## src/rtl/johnson_pkg.sv

```systemverilog
package johnson_pkg;

  // Returns 1 when a ring pattern of n stages has at most one boundary
  // between adjacent stages that hold different values.
  function automatic logic ring_legal(input logic [31:0] v, input int n);
    int edges;
    edges = 0;
    for (int i = 0; i < n - 1; i++) begin
      if (v[i] != v[i+1]) edges++;
    end
    return (edges <= 1);
  endfunction

  // Maps a ring pattern of n stages to its one-hot state vector.
  // Bit k of the result is state k. An illegal pattern maps to zero.
  function automatic logic [63:0] ring_decode(input logic [31:0] v, input int n);
    logic [63:0] r;
    r = '0;
    if (ring_legal(v, n)) begin
      for (int k = 0; k < 2 * n; k++) begin
        if (k == 0)      r[k] = ~v[0] & ~v[n-1];
        else if (k < n)  r[k] = v[k-1] & ~v[k];
        else if (k == n) r[k] = v[0] & v[n-1];
        else             r[k] = ~v[k-n-1] & v[k-n];
      end
    end
    return r;
  endfunction

endpackage

```

## src/rtl/johnson_legal.sv

```systemverilog
module johnson_legal #(
  parameter int STAGES = 5
) (
  input  logic [STAGES-1:0] ring,
  output logic              ok
);
  localparam int NBOUND = STAGES - 1;

  logic [NBOUND-1:0] boundary;

  // One bit for each pair of neighbouring stages that differ.
  genvar i;
  generate
    for (i = 0; i < NBOUND; i++) begin : g_bound
      assign boundary[i] = ring[i] ^ ring[i+1];
    end
  endgenerate

  // A legal ring pattern has no such boundary, or exactly one.
  assign ok = ($countones(boundary) <= 1);
endmodule

```

## src/rtl/johnson_next.sv

```systemverilog
module johnson_next #(
  parameter int STAGES = 5
) (
  input  logic [STAGES-1:0] cur,
  input  logic              rst,
  input  logic              en,
  output logic [STAGES-1:0] nxt
);
  logic cur_ok;

  johnson_legal #(.STAGES(STAGES)) u_legal (
    .ring (cur),
    .ok   (cur_ok)
  );

  // Priority: reset, then hold, then recovery from an illegal pattern,
  // then the twisted shift.
  always_comb begin
    if (rst)          nxt = '0;
    else if (!en)     nxt = cur;
    else if (!cur_ok) nxt = '0;
    else              nxt = {cur[STAGES-2:0], ~cur[STAGES-1]};
  end
endmodule

```

## src/rtl/johnson_decode.sv

```systemverilog
module johnson_decode #(
  parameter int STAGES = 5
) (
  input  logic [STAGES-1:0]   ring,
  output logic [2*STAGES-1:0] sel,
  output logic                carry
);
  localparam int NSTATE = 2 * STAGES;

  logic              ring_ok;
  logic [NSTATE-1:0] raw;

  johnson_legal #(.STAGES(STAGES)) u_legal (
    .ring (ring),
    .ok   (ring_ok)
  );

  // Each state is found by testing one pair of neighbouring stages.
  // States 0 and STAGES use the pair made of the first and last stages.
  genvar k;
  generate
    for (k = 0; k < NSTATE; k++) begin : g_state
      if (k == 0) begin : g_empty
        assign raw[k] = ~ring[0] & ~ring[STAGES-1];
      end else if (k < STAGES) begin : g_fill
        assign raw[k] = ring[k-1] & ~ring[k];
      end else if (k == STAGES) begin : g_full
        assign raw[k] = ring[0] & ring[STAGES-1];
      end else begin : g_drain
        assign raw[k] = ~ring[k-STAGES-1] & ring[k-STAGES];
      end
    end
  endgenerate

  // An illegal pattern could make several pair tests true, so gate them all.
  assign sel   = ring_ok ? raw : '0;
  assign carry = ring_ok & ~ring[STAGES-1];
endmodule

```

## src/rtl/johnson_decade.sv

```systemverilog
module johnson_decade #(
  parameter int                STAGES     = 5,
  parameter logic [STAGES-1:0] INIT_STATE = '0
) (
  input  logic                 clk,
  input  logic                 rst,
  input  logic                 en,
  output logic [2*STAGES-1:0]  state_sel,
  output logic                 carry_out
);
  localparam int          NSTATE     = 2 * STAGES;
  localparam logic [63:0] INIT_DEC   = johnson_pkg::ring_decode(32'(INIT_STATE), STAGES);
  localparam logic        INIT_CARRY = johnson_pkg::ring_legal(32'(INIT_STATE), STAGES)
                                       & ~INIT_STATE[STAGES-1];

  logic [STAGES-1:0] ring_q = INIT_STATE;
  logic [STAGES-1:0] ring_d;
  logic [NSTATE-1:0] sel_q  = INIT_DEC[NSTATE-1:0];
  logic [NSTATE-1:0] sel_d;
  logic              carry_q = INIT_CARRY;
  logic              carry_d;

  johnson_next #(.STAGES(STAGES)) u_next (
    .cur (ring_q),
    .rst (rst),
    .en  (en),
    .nxt (ring_d)
  );

  // The decoder works on the next pattern, so the output registers change
  // on the same edge as the ring.
  johnson_decode #(.STAGES(STAGES)) u_dec (
    .ring  (ring_d),
    .sel   (sel_d),
    .carry (carry_d)
  );

  always_ff @(posedge clk) begin
    ring_q  <= ring_d;
    sel_q   <= sel_d;
    carry_q <= carry_d;
  end

  assign state_sel = sel_q;
  assign carry_out = carry_q;
endmodule

```

## config.mk

```make
export PLATFORM = sky130hd
export DESIGN_NAME = johnson_decade
export DESIGN_NICKNAME = d
export VERILOG_FILES = /design/src/rtl/johnson_pkg.sv /design/src/rtl/johnson_legal.sv /design/src/rtl/johnson_next.sv /design/src/rtl/johnson_decode.sv /design/src/rtl/johnson_decade.sv
export SDC_FILE = /design/constraint.sdc
export NUM_CORES = 1
export LEC_CHECK = 0
export ABC_AREA = 1
export BUFFER_PORTS_ARGS = -buffer_cell sky130_fd_sc_hd__buf_2
export CAP_MARGIN = 20
export CORE_AREA = 2 2 39 41
export CTS_BUF_LIST = sky130_fd_sc_hd__clkbuf_8
export DETAILED_ROUTE_END_ITERATION = 8
export DIE_AREA = 0 0 41 43
export GPL_ROUTABILITY_DRIVEN = 0
export GPL_TIMING_DRIVEN = 1
export PLACE_DENSITY = 0.71
export SLEW_MARGIN = 20
export SYNTH_ARGS = -nofsm -noshare
export SYNTH_HDL_FRONTEND = slang
export SYNTH_HIERARCHICAL = 1
export SYNTH_SLANG_ARGS = --single-unit
```

## constraint.sdc

```tcl
create_clock -name clk -period 4.4 [get_ports clk]
set_input_delay 0.44 -clock clk [delete_from_list [all_inputs] [get_ports clk]]
set_output_delay 0.44 -clock clk [all_outputs]
set_load 0.05 [all_outputs]
```

==> flow_results.org, run 1 <==
** Finish
- Synthesis-to-layout area growth :: 22.2%
- Antenna cell count :: 0
- In the final layout, the share of cells above drive strength 1 is 0.189.
- For this run, the post-layout net count is 101.

** Yosys
- For this run, the register share of the synthesized area comes to 0.508.
- Commonest cells in the netlist :: sky130_fd_sc_hd__nand2_1 (17), sky130_fd_sc_hd__dfxtp_1 (16), sky130_fd_sc_hd__inv_1 (14)
- In this run the mean area of a mapped cell was a little over 8 um2.
- After synthesis, the netlist uses 9 different library cells.
- The mapped netlist covers roughly 630 um2.
- Counting every net in the synthesized netlist gives 83.
- Most used flip-flop cell after synthesis :: sky130_fd_sc_hd__dfxtp_1
- Library cell occupying the most area in the post-synthesis netlist :: sky130_fd_sc_hd__dfxtp_1
- Post-synth EDFFs :: 0
- Post-synthesis register bit count :: 16
- Top post-synthesis cells by area :: sky130_fd_sc_hd__dfxtp_1 (51%), sky130_fd_sc_hd__nand2_1 (10%), sky130_fd_sc_hd__inv_1 (8.3%)
- In the synthesized netlist the async set-or-reset flop fraction comes to 0.
- Synth warnings :: 6
- Among all cell types in the netlist, the one instantiated most often is sky130_fd_sc_hd__nand2_1.
- Area share of the leading cell type in the synthesized netlist :: 0.508
- Number of cells produced by synthesis :: 78

** STA
- For the pin with the worst max-slew slack, the measured transition is just under 0.7 ns.
- Of the available clock period, the critical path in the final layout requires 0.728.
- Setup repair after global routing left no endpoint under its margin.
- Fmax :: 312 MHz
- For the final routed database, the setup TNS stands at 0 ns.
- Worst-case clock skew :: around 0.0028 ns
- Counting I/O delays and the setup requirement, the final critical path takes between 3 and 4 ns.
- The final number of hold-violating endpoints came to 0.
- The count of final max-slew check failures was 0.
- Final setup fails :: 0
- Tightest slew margin relative to the limit :: 0.538

** Worst setup path
- Reg2Reg Launch Point :: ring_q[1]
- Critical Path Start :: ring_q[1]
- In this run the worst path has a maximum fanout of 8.
- Required time at the endpoint of the critical path :: roughly 4.6 ns
- The setup path with the least slack is of type reg -> reg.
- CP arrival :: 3.39 ns
- Crit path capture type :: register
- STA classifies the critical path startpoint as a register.

** Clock network
- Num Clock Sinks :: 16
- Clock root buffer :: sky130_fd_sc_hd__clkbuf_8
- CTS hold repair buffers :: 0
- TritonCTS built the clock tree.
- Clk pin slew, worst setup/hold paths :: about 0.06 ns
- Counting the buffers created by CTS gives 3.
- Resized Gates After CTS :: 0
- At the later pin of the worst-skew pair, clock insertion delay measures about 0.25 ns.
- Setup Buffers After CTS :: 0
- Counting along the longest clock path gives a buffer depth of 2.
- H-Tree Level Count :: 1

** Pwr
- In this run the static leakage power is between 0.3 and 0.4 nW.
- Power Total :: between 0.3 and 0.4 mW
- For this design the ratio of total power to cell area is approximately 420 nW/um2.
- Max VDD drop :: between 0.2 and 0.25 mV
- Switching power as a share of total power :: 0.251
- Share of total power in combinational logic :: 0.129
- The share of total power dissipated in sequential elements is 0.476.
- Sw Pwr :: around 0.081 mW
- Of the total power, the clock network draws 0.395.
- The internal power of the cells totals 0.241 mW.

** Place
- Input and output buffers added on the ports amount to 13.
- After legalization and detailed placement, the total HPWL measured around 780 um.

** Floorplan
- The floorplan has 14 rows.
- Core region area :: ~1400 um2
- Horizontal die dimension :: around 40 um
- Starting Density :: 0.456
- The floorplan step set the die height to ~43 um.
- Full die area :: ~1800 um2
- In this run the count of I/O pins placed on the die edge is 14.

** Global routing
- Total routing resource utilization after global routing :: 0.148
- Summed over all layers, the global routing overflow is 0.
- Initial antenna violation count :: 0
- The first global-routing pass estimated about 1700 um of wire.
- The via count of the first global-routing pass came to between 400 and 500.
- Pin count of the biggest net entering global routing :: 10

** Detailed routing
- DRC Markers :: 0
- Number of vias after detailed routing :: between 500 and 600
- WL/cell :: 9.99 um
- Count of TritonRoute iterations in the first routing pass :: 4
- For this block, the initial DRC count from the detailed router was 10.
- Number of vias per cell after detailed routing :: 4.65
- In this run the remaining antenna-violating nets after routing total 0.
- For this block, the routed nets add up to around 1100 um of wire.

** Min path
- Hold path startpoint :: rst
- The tightest min-delay check is of the in -> reg type.

** Run
- Across the run, the number of max-cap violations was 0.

** Status
- The run finished with clean final reports.
## path summary, 6_finish.rpt
kind                   to  slack (ns)  cells past startpoint
max          state_sel[4]        1.20                     16
min             ring_q[4]        0.49                      2
max reg2reg  state_sel[4]        1.20                     16
min reg2reg     ring_q[4]        0.59                      2
## logic make-up (layout without fill, tap and decap cells)
logic type      count (synthesis)  after routing  share of synthesized area
simple gates                   34             34                      0.216
flops                          16             16                      0.508
buf+inv                        15             32                     0.0893
xor+xnor                        6              6                     0.0833
fa+ha+maj                       2              2                     0.0635
compound gates                  5              5                     0.0397
## power by group through the flow
stage | Sequential, mW | Clock [mW] | Combinational (mW)
final | 0.153 | 0.127 | 0.0416
after global routing | 0.154 | 0.133 | 0.0456
after CTS | 0.153 | 0.129 | 0.0417
after detailed placement | 0.156 | 0 | 0.0414
after global placement | 0.156 | 0 | 0.0402
after floorplan | 0.171 | 0 | 0.0171
## area by class of cell
| class | instances | area [um2] |
|---|---|---|
| multi-input cells | 47 | 254 |
| inverters | 15 | 56.3 |
| clock buffers | 4 | 55.1 |
| repair buffers | 13 | 65.1 |
| fillers | 130 | 613 |
| flip-flops and latches | 16 | 320 |
| well taps | 16 | 20.0 |
## sequential cells by signal, summed over array words and instances (netlist names)
signal and flops:
ring_q 5, carry_out 1, state_sel 10
## through the flow
stage | area, um2 | util | cells | setup WS (ns) | hold WS (ns)
finish | 771 | 0.557 | 111 | 1.20 | 0.485
global route | 771 | 0.557 | 111 | 0.907 | 0.502
CTS | 771 | 0.557 | 111 | 1.18 | 0.484
detailed placement | 716 | 0.517 | 107 | 1.21 | 0.580
global placement | 716 | 0.517 | 107 | 1.26 | 0.567
floorplan | 631 | - | 78 | 1.56 | 0.526
## cell usage in the layout, fill, tap and decap left out
cell / n
sky130_fd_sc_hd__fa_1: 2
sky130_fd_sc_hd__a21oi_1: 5
sky130_fd_sc_hd__dfxtp_1: 16
sky130_fd_sc_hd__nand2_1: 17
sky130_fd_sc_hd__buf_2: 13
sky130_fd_sc_hd__clkbuf_8: 4
sky130_fd_sc_hd__xnor2_1: 6
sky130_fd_sc_hd__inv_1: 14
sky130_fd_sc_hd__nand3_1: 7
sky130_fd_sc_hd__nor2_1: 10
sky130_fd_sc_hd__inv_2: 1
## routing by layer
layer  GRT usage  part of all wire
met5           0                 0
met4       0.100                 0
met3      0.0314             0.030
met2       0.228              0.52
met1       0.172              0.45
## worst max-delay path: stages, from the launching register on
cell                      delay, ns
sky130_fd_sc_hd__dfxtp_1       0.40
sky130_fd_sc_hd__xnor2_1       0.13
sky130_fd_sc_hd__fa_1          0.54
sky130_fd_sc_hd__inv_1         0.04
sky130_fd_sc_hd__nand3_1       0.07
sky130_fd_sc_hd__nand2_1       0.05
sky130_fd_sc_hd__inv_1         0.12
sky130_fd_sc_hd__nand3_1       0.08
sky130_fd_sc_hd__a21oi_1       0.55
sky130_fd_sc_hd__xnor2_1       0.16
sky130_fd_sc_hd__fa_1          0.50
sky130_fd_sc_hd__inv_1         0.04
sky130_fd_sc_hd__nand3_1       0.07
sky130_fd_sc_hd__nand2_1       0.05
sky130_fd_sc_hd__inv_1         0.15
sky130_fd_sc_hd__nand2_1       0.12
sky130_fd_sc_hd__nor2_1        0.09
(Power assumes the default switching activity.)
==> inputs of run 2 (changes only) <==
--- a/config.mk
+++ b/config.mk
@@ -8,13 +8,13 @@
 export ABC_AREA = 1
 export BUFFER_PORTS_ARGS = -buffer_cell sky130_fd_sc_hd__buf_2
 export CAP_MARGIN = 20
-export CORE_AREA = 2 2 39 41
+export CORE_MARGIN = 1
+export CORE_UTILIZATION = 48
 export CTS_BUF_LIST = sky130_fd_sc_hd__clkbuf_8
 export DETAILED_ROUTE_END_ITERATION = 8
-export DIE_AREA = 0 0 41 43
 export GPL_ROUTABILITY_DRIVEN = 0
 export GPL_TIMING_DRIVEN = 1
-export PLACE_DENSITY = 0.71
+export PLACE_DENSITY = 0.75
 export SLEW_MARGIN = 20
 export SYNTH_ARGS = -nofsm -noshare
 export SYNTH_HDL_FRONTEND = slang
==> constraint.sdc (replaced) <==
create_clock -name clk -period 2.8 [get_ports clk]
set_input_delay 0.28 -clock clk [delete_from_list [all_inputs] [get_ports clk]]
set_output_delay 0.28 -clock clk [all_outputs]
set_load 0.05 [all_outputs]
==> run 2 against run 1 <==
  * Utilization up 28 points
  * The flow now finishes with violations (setup timing)
  * Clock skew shrank 0.00056 ns
  * Sequential share of layout area decreased by 7.7 points
  * Clock power increased by 58%
  * Largest power group unchanged
==> flow_results.org, run 2 (same netlist as run 1, synthesis figures left out) <==
** Status
- Run status :: complete, but fails checks
- The checks that failed: setup timing.

** Clock network
- The H-tree level count came to 1 (unchanged).
- The clock latency reported for the late side of the worst-skew pair is 0.25 ns (about the same).
- The tree is rooted in a sky130_fd_sc_hd__clkbuf_8.
- Inserted Clock Buffers :: 3 (unchanged)
- The clock transition at the registers of the reported paths came to 0.06 ns (about the same).
- CTS tree :: built
- The number of buffers added to fix hold violations after cts is 0 (unchanged).
- The maximum count of clock buffers along a single path came to 2 (unchanged).
- The clock sink total was 16 (unchanged).

** Worst setup path
- The endpoint identified for the worst register-to-register timing path is state_sel[6].
- The buffer and inverter count on the worst path came to 4 (unchanged).
- Path length in cells of the critical path :: 16 (unchanged)
- Crit path capture type :: register
- Endpoint of the worst setup timing path :: state_sel[6]
- Critical Path Start :: ring_q[1]
- Worst Setup Path Type :: reg -> reg
- Worst-case reg-to-reg path depth :: 16 (unchanged)
- Cell type group with the largest total delay on the critical path :: adder cells
- Required time at the endpoint of the critical path :: 2.95 ns (-1.64 ns)
- Reg2Reg Launch Point :: ring_q[1]
- Standard cell with the maximum stage delay on the critical path :: sky130_fd_sc_hd__fa_1
- CP arrival :: 3.00 ns (-0.39 ns)
- Worst Path Max Fanout :: 6 (-2)
- Flop-to-flop setup slack :: -0.05 ns (-1.25 ns)
- Critical-path cell list :: xnor2_4 > fa_1 > inv_1 > nand3_1 > nand2_1 > inv_2 > nand3_1 > a21oi_2 > xnor2_1 > fa_1 > inv_1 > nand3_2 > nand2_2 > inv_4 > nand2_2 > nor2_1
- Slowest stage delay, CP :: 0.53 ns (-0.02 ns)
- The worst setup path is launched from a register.

** Global routing
- The largest net degree at the start of global routing was 10 (unchanged).
- Wire length of the first global-routing pass :: 2330 um (+34%)
- The via count of the first global-routing pass is 563 (+22%).
- The number of antenna violations at the first check in global routing came to 0 (unchanged).
- Remaining Overflow, GRT :: 0 (unchanged)
- The total track usage is 0.246 (+0.0982).

** Pwr
- Switching power as a share of total power :: 0.267 (+0.0163)
- The design internal power came to 0.393 mW (+63%).
- The peak supply drop came to 0.503 mV (+110%).
- The combinational share of power came to 0.175 (+0.046).
- The total power draw was 0.537 mW (+67%).
- The sequential share of power is 0.450 (-0.026).
- The net switching power figure is 0.144 mW (+78%).
- Clock Power Share :: 0.375 (-0.020)
- Leakage component of the power :: 0.435 nW (+23%)
- Ratio of total power to cell area :: 554 nW/um2 (+33%)

** Place
- The post-placement setup slack is -0.0850 ns (-1.29 ns).
- Number of placed instances, taps included :: 113 (+5.6%)
- Buffers added on ports :: 13 (unchanged)
- The HPWL after detailed placement was 981 um (+25%).

** Detailed routing
- The number of nets still failing antenna checks after routing was 0 (unchanged).
- Number of vias per cell after detailed routing :: 5.25 (+13%)
- The DRC violation total after the first TritonRoute iteration is 24 (+14).
- WL/cell :: 14.4 um (+44%)
- DRC Markers :: 0 (unchanged)
- Number of vias after detailed routing :: 635 (+23%)
- The routed wire length is 1750 um (+57%).
- The length of the first detailed-routing pass in iterations was 4 (unchanged).

** Finish
- Net count reported at finish :: 113 (+12%)
- The final antenna diode count came to 0 (unchanged).
- The final core area utilization is 0.838 (+0.281).
- Share of layout cells above drive strength 1 :: 0.486 (+0.297)
- The area growth from synthesis to layout is 53.6%.
- The library cell used most frequently in the layout, excluding fill and tap cells, is sky130_fd_sc_hd__dfxtp_1.
- Max reg flops :: 10 (unchanged)
- Leaving out fill and tap cells, the most frequent cells in the layout are sky130_fd_sc_hd__dfxtp_1 (14), sky130_fd_sc_hd__buf_2 (13), sky130_fd_sc_hd__buf_4 (12), sky130_fd_sc_hd__inv_1 (12), sky130_fd_sc_hd__nand2_1 (12).
- The final-layout fill cell count came to 65 (-50%).
- The final cell count without fillers is 121 (+9.0%).

** STA
- Portion of the clock cycle consumed by the worst path in the final layout :: 1.02 (+0.290)
- The achievable clock frequency came to 351 MHz (+12%).
- Final critical-path required period :: 2.85 ns (-0.354 ns)
- Slew of the pin with the lowest slew margin :: 0.267 ns (-0.425 ns)
- Setup repair after global routing could not meet its margin everywhere.
- The setup clock skew after layout was 0.00225 ns (-0.000559 ns).
- The setup TNS was -0.377 ns (-0.377 ns).
- Final setup fails :: 11 (+11)
- The final number of hold-violating endpoints was 0 (unchanged).
- Max-slew violation total from the final report :: 0 (unchanged)
- The headroom to the max-slew limit was 0.823 (+0.285).
- Setup slack after layout :: -0.0486 ns (-1.25 ns)

** Floorplan
- The number of cell rows was 12 (-2).
- Horizontal die dimension :: 38.2 um (-6.7%)
- The number of top-level pins was 14 (unchanged).
- The starting density of the core was 0.545 (+0.0898).
- Full die area :: 1460 um2 (-17%)
- The chip height came to 38.2 um (-11%).
- The area of the core region is 1160 um2 (-16%).

** Min path
- Hold Path Class :: in -> reg

** Run
- The max-capacitance violation count came to 0 (unchanged).
[run 2: changes by cell type in the layout (fill, tap and decap cells not counted), moves of 4 or more]
cell / before / now
sky130_fd_sc_hd__buf_4: 0 / 12
sky130_fd_sc_hd__a21oi_1: 5 / 0
sky130_fd_sc_hd__nand2_1: 17 / 12
sky130_fd_sc_hd__nand2_2: 0 / 4
[run 2: cell type report]
cell class,instances,area [um2],area share
inverters,15,58.8,0.0607
well taps,14,17.5,0.0181
flip-flops and latches,16,328,0.339
multi-input cells,47,354,0.366
clock buffers,4,55.1,0.0568
repair buffers,25,155,0.160
[run 2: worst min path at each step]
| stage | from | endpoint | cells after the start | slack [ns] |
|---|---|---|---|---|
| after floorplan | rst | ring_q[1] | 1 | 0.38 |
| after global placement | rst | ring_q[1] | 2 | 0.55 |
| after detailed placement | rst | ring_q[1] | 2 | 0.57 |
| after CTS | rst | ring_q[1] | 3 | 0.44 |
| after global routing | rst | ring_q[1] | 3 | 0.48 |
| final | rst | ring_q[0] | 3 | 0.48 |
[run 2: worst reg2reg max path: cells and delay by family, from the launching register on]
kind,cells,cell delay [ns]
fa+ha+maj,2,0.99
simple gates,7,0.54
flops,1,0.37
xor+xnor,2,0.33
buf+inv,4,0.31
compound gates,1,0.22
[run 2: power groups by stage]
stage,clock network (mW),registers [mW],logic (mW)
after floorplan,0,0.269,0.0274
after global placement,0,0.245,0.0699
after detailed placement,0,0.245,0.0711
after CTS,0.203,0.241,0.0784
after global routing,0.217,0.242,0.100
final,0.201,0.242,0.0941
[run 2: per-stage QoR]
step | cell area [um2] | hold WS (ns)
2_1_floorplan | 638 | 0.381
3_3_place_gp | 781 | 0.552
3_5_place_dp | 781 | 0.568
4_1_cts | 875 | 0.443
5_1_grt | 968 | 0.477
6_report | 968 | 0.479
[run 2: what timing repair did]
action | in CTS | in global routing
resized for setup | 9 | 18
setup buffers | 1 | 3
pin swaps | 1 | 4
endpoints found under the setup margin | 11 | 11
[run 2: per-layer routing]
layer,share of wire,GRT usage
met1,0.39,0.242
met5,0,0
met2,0.52,0.453
met4,0.038,0.0982
met3,0.060,0.0930
==> inputs of run 3 (changes only) <==
--- a/config.mk
+++ b/config.mk
@@ -8,13 +8,15 @@
 export ABC_AREA = 1
 export BUFFER_PORTS_ARGS = -buffer_cell sky130_fd_sc_hd__buf_2
 export CAP_MARGIN = 20
+export CELL_PAD_IN_SITES_DETAIL_PLACEMENT = 1
+export CELL_PAD_IN_SITES_GLOBAL_PLACEMENT = 1
 export CORE_MARGIN = 1
-export CORE_UTILIZATION = 48
+export CORE_UTILIZATION = 35
 export CTS_BUF_LIST = sky130_fd_sc_hd__clkbuf_8
 export DETAILED_ROUTE_END_ITERATION = 8
 export GPL_ROUTABILITY_DRIVEN = 0
 export GPL_TIMING_DRIVEN = 1
-export PLACE_DENSITY = 0.75
+export PLACE_DENSITY_LB_ADDON = 0.1
 export SLEW_MARGIN = 20
 export SYNTH_ARGS = -nofsm -noshare
 export SYNTH_HDL_FRONTEND = slang
==> run 3 against run 2 <==
  * The run now ends clean
  * Critical path depth did not move
  * Count of clock-buffer cells in the layout did not move
  * Largest power group unchanged
  * Sequential power barely moved
  * Critical path type unchanged
  * Register-to-register slack improved by 0.09 ns
  * Non-clock buffer count rose by 2
  * Combinational power fell by 5.2%
  * Clock skew fell by 0.0017 ns
==> flow_results.org, run 3 (same netlist as run 1, synthesis figures left out) <==
** Clock network
- TritonCTS built the clock tree.
- Num Clock Sinks :: 16 (unchanged)
- Clk pin slew, worst setup/hold paths :: 0.06 ns (about the same)
- The cell sitting at the root of the clock tree is a sky130_fd_sc_hd__clkbuf_8.
- The maximum count of clock buffers along a single path is 2 (unchanged).
- Clock insertion delay at the later pin of the skew report :: 0.24 ns (about the same)
- The H-tree level count came to 1 (unchanged).
- The number of CTS-inserted buffers was 3 (unchanged).

** STA
- The setup TNS is 0 ns (+0.377 ns).
- The headroom to the max-slew limit was 0.829 (+0.00595).
- RSZ-0062 raised after global routing :: yes
- The total setup violations reported at the end of the flow came to 0 (-11).
- Slew of the pin with the lowest slew margin :: 0.258 ns (-0.00898 ns)
- Portion of the clock cycle consumed by the worst path in the final layout :: 0.985 (-0.0320)
- Final critical-path required period :: 2.76 ns (-0.0895 ns)
- The worst setup slack after layout was 0.0409 ns (+0.0895 ns).
- Worst-case clock skew :: 0.000581 ns (-0.00167 ns)
- Max-slew violation total from the final report :: 0 (unchanged)
- Worst hold slack after final layout :: 0.491 ns (+0.0128 ns)
- Fmax :: 362 MHz (+3.2%)
- Hold Violations, Final :: 0 (unchanged)

** Global routing
- Met1 GRT Util :: 0.190 (-0.0513)
- The largest net degree at the start of global routing came to 10 (unchanged).
- The global routing usage on met2 is 0.374 (-0.0799).
- M3 GR Usage :: 0.0408 (-0.0522)
- The global route total overflow was 0 (unchanged).
- Total routing resource utilization after global routing :: 0.194 (-0.0518)
- The number of antenna violations at the first check in global routing was 0 (unchanged).
- Vias in the first global route :: 618 (+9.8%)
- Wire length of the first global-routing pass :: 2680 um (+15%)
- met2 is the most crowded layer.

** Worst setup path
- The signal arrival time at the worst endpoint came to 2.94 ns (-0.06 ns).
- The worst setup path is launched from a register.
- Broken down by cell family, the worst path's largest delay share belongs to adder cells.
- The path depth of the worst reg2reg path is 16 (unchanged).
- The worst register-to-register path ends at state_sel[0].
- CP Buf/Inv Count :: 4 (unchanged)
- The maximum single-stage delay on the critical path was 0.53 ns (about the same).
- Required time at the endpoint of the critical path :: 2.98 ns (+0.03 ns)
- In this run the worst setup path begins at ring_q[1].
- Among all stages on the critical path, the largest delay is contributed by sky130_fd_sc_hd__fa_1.
- The worst register-to-register path begins at ring_q[1].
- The critical path in this run is classified as reg -> reg.
- Endpoint of the worst setup timing path :: state_sel[0]
- The maximum fanout along the worst path came to 6 (unchanged).
- Path length in cells of the critical path :: 16 (unchanged)
- Flop-to-flop setup slack :: 0.04 ns (+0.09 ns)
- Crit path capture type :: register
- Critical-path cell list :: xnor2_2 > fa_1 > inv_1 > nand3_1 > nand2_1 > inv_2 > nand3_2 > a21oi_4 > xnor2_1 > fa_1 > inv_1 > nand3_1 > nand2_1 > inv_2 > nand2_2 > nor2_1

** Finish
- Leaving out fill and tap cells, the most frequent cell in the layout is sky130_fd_sc_hd__nand2_1.
- Share of layout cells above drive strength 1 :: 0.422 (-0.0640)
- Relative to the synthesized area, the layout overhead comes to 50.6%.
- Fin cells :: 133 (+9.9%)
- Max reg flops :: 10 (unchanged)
- Net count reported at finish :: 115 (+1.8%)
- The area occupied by multi-input gates was 315 um2 (-11%).
- The library cells used most frequently in the layout, excluding fill and tap cells, are sky130_fd_sc_hd__nand2_1 (16), sky130_fd_sc_hd__dfxtp_1 (14), sky130_fd_sc_hd__buf_4 (14), sky130_fd_sc_hd__buf_2 (13), sky130_fd_sc_hd__inv_1 (12).
- Register Area :: 323 um2 (-1.5%)
- The post-route cell area is 950 um2 (-1.9%).
- The final antenna diode count is 0 (unchanged).
- Filler Cell Count :: 195 (+200%)
- The final core area utilization is 0.596 (-0.242).

** Floorplan
- The die footprint is 1980 um2 (+35%).
- Core region area :: 1590 um2 (+38%)
- Starting Density :: 0.396 (-0.150)
- Floorplan die height :: 44.4 um (+16%)
- Std cell rows :: 14 (+2)
- The number of top-level pins is 14 (unchanged).
- The overall die width came to 44.4 um (+16%).

** Min path
- The min-delay analysis places its worst path in the category in -> reg.

** Pwr
- The peak supply drop was 0.262 mV (-48%).
- The reported leakage power was 0.442 nW (+1.6%).
- The power per unit of standard cell area was 555 nW/um2 (+0.21%).
- The total power draw came to 0.527 mW (-1.7%).

** Detailed routing
- WL/cell :: 12.1 um (-16%)
- The total vias in the final route came to 581 (-8.5%).
- Number of vias per cell after detailed routing :: 4.37 (-17%)
- Count of TritonRoute iterations in the first routing pass :: 2 (-2)
- The DRC violation total after the first TritonRoute iteration came to 4 (-83%).
- The number of nets still failing antenna checks after routing came to 0 (unchanged).
- DRC Markers :: 0 (unchanged)
- The routed wire length was 1610 um (-7.9%).

** Run
- The max-capacitance violation count was 0 (unchanged).

** Place
- Number of placed instances, taps included :: 125 (+11%)
- The HPWL after detailed placement was 1200 um (+23%).
- The number of buffers inserted by port buffering came to 13 (unchanged).
- Place WS :: -0.132 ns (-0.0471 ns)
- The instance area after placement is 808 um2 (+3.5%).

** Status
- The flow ran to the end, and the final reports show no timing, DRC or antenna violations.
-- run 3: changes by cell type in the layout (fill, tap and decap cells not counted), moves of 2 or more --
cell	change
sky130_fd_sc_hd__buf_4	+2
sky130_fd_sc_hd__nand2_1	+4
sky130_fd_sc_hd__nor2_1	+3
sky130_fd_sc_hd__nand2_2	-3
sky130_fd_sc_hd__dfxtp_4	-2
sky130_fd_sc_hd__dfxtp_2	+2
sky130_fd_sc_hd__nor2_2	-3
-- run 3: worst min-delay path by stage --
stage	endpoint	from	cells past startpoint	slack, ns
floorplan	ring_q[1]	rst	1	0.38
detailed placement	ring_q[4]	ring_q[4]	3	0.68
finish	ring_q[1]	rst	3	0.49
CTS	ring_q[1]	rst	3	0.46
global placement	ring_q[4]	ring_q[4]	3	0.67
global route	ring_q[1]	rst	3	0.51
-- run 3: per-layer routing --
| layer | share of wire | wire (um) |
|---|---|---|
| met2 | 0.55 | 892 |
| met5 | 0 | 0 |
| met4 | 0.0081 | 13 |
| met1 | 0.42 | 669 |
| met3 | 0.020 | 32 |
-- run 3: worst register-to-register path, cell delays in order, from the launching register on --
cell	delay [ns]
sky130_fd_sc_hd__dfxtp_2	0.35
sky130_fd_sc_hd__xnor2_2	0.15
sky130_fd_sc_hd__fa_1	0.53
sky130_fd_sc_hd__inv_1	0.04
sky130_fd_sc_hd__nand3_1	0.07
sky130_fd_sc_hd__nand2_1	0.06
sky130_fd_sc_hd__inv_2	0.09
sky130_fd_sc_hd__nand3_2	0.09
sky130_fd_sc_hd__a21oi_4	0.21
sky130_fd_sc_hd__xnor2_1	0.13
sky130_fd_sc_hd__fa_1	0.51
sky130_fd_sc_hd__inv_1	0.04
sky130_fd_sc_hd__nand3_1	0.07
sky130_fd_sc_hd__nand2_1	0.06
sky130_fd_sc_hd__inv_2	0.10
sky130_fd_sc_hd__nand2_2	0.09
sky130_fd_sc_hd__nor2_1	0.10
-- run 3: where the power goes --
group | switching, mW | leakage, nW | internal, mW
registers | 0.00405 | 0.131 | 0.237
logic | 0.0574 | 0.282 | 0.0318
clock network | 0.0728 | 0.0288 | 0.124
total | 0.134 | 0.442 | 0.393
-- run 3: repair_timing --
action,CTS,global route
hold buffers,0,0
setup buffers,1,3
gates resized for setup,8,6
setup endpoints to repair,11,11
cloned,0,0
pin swaps,1,4
endpoints found under the hold margin,0,0
-- run 3: cell type report --
type / instances / share of cell area
clock buffer: 4 / 0.0580
inverter: 15 / 0.0593
multi-input combinational: 47 / 0.332
sequential: 16 / 0.340
tap: 24 / 0.0316
timing repair buffer: 27 / 0.179
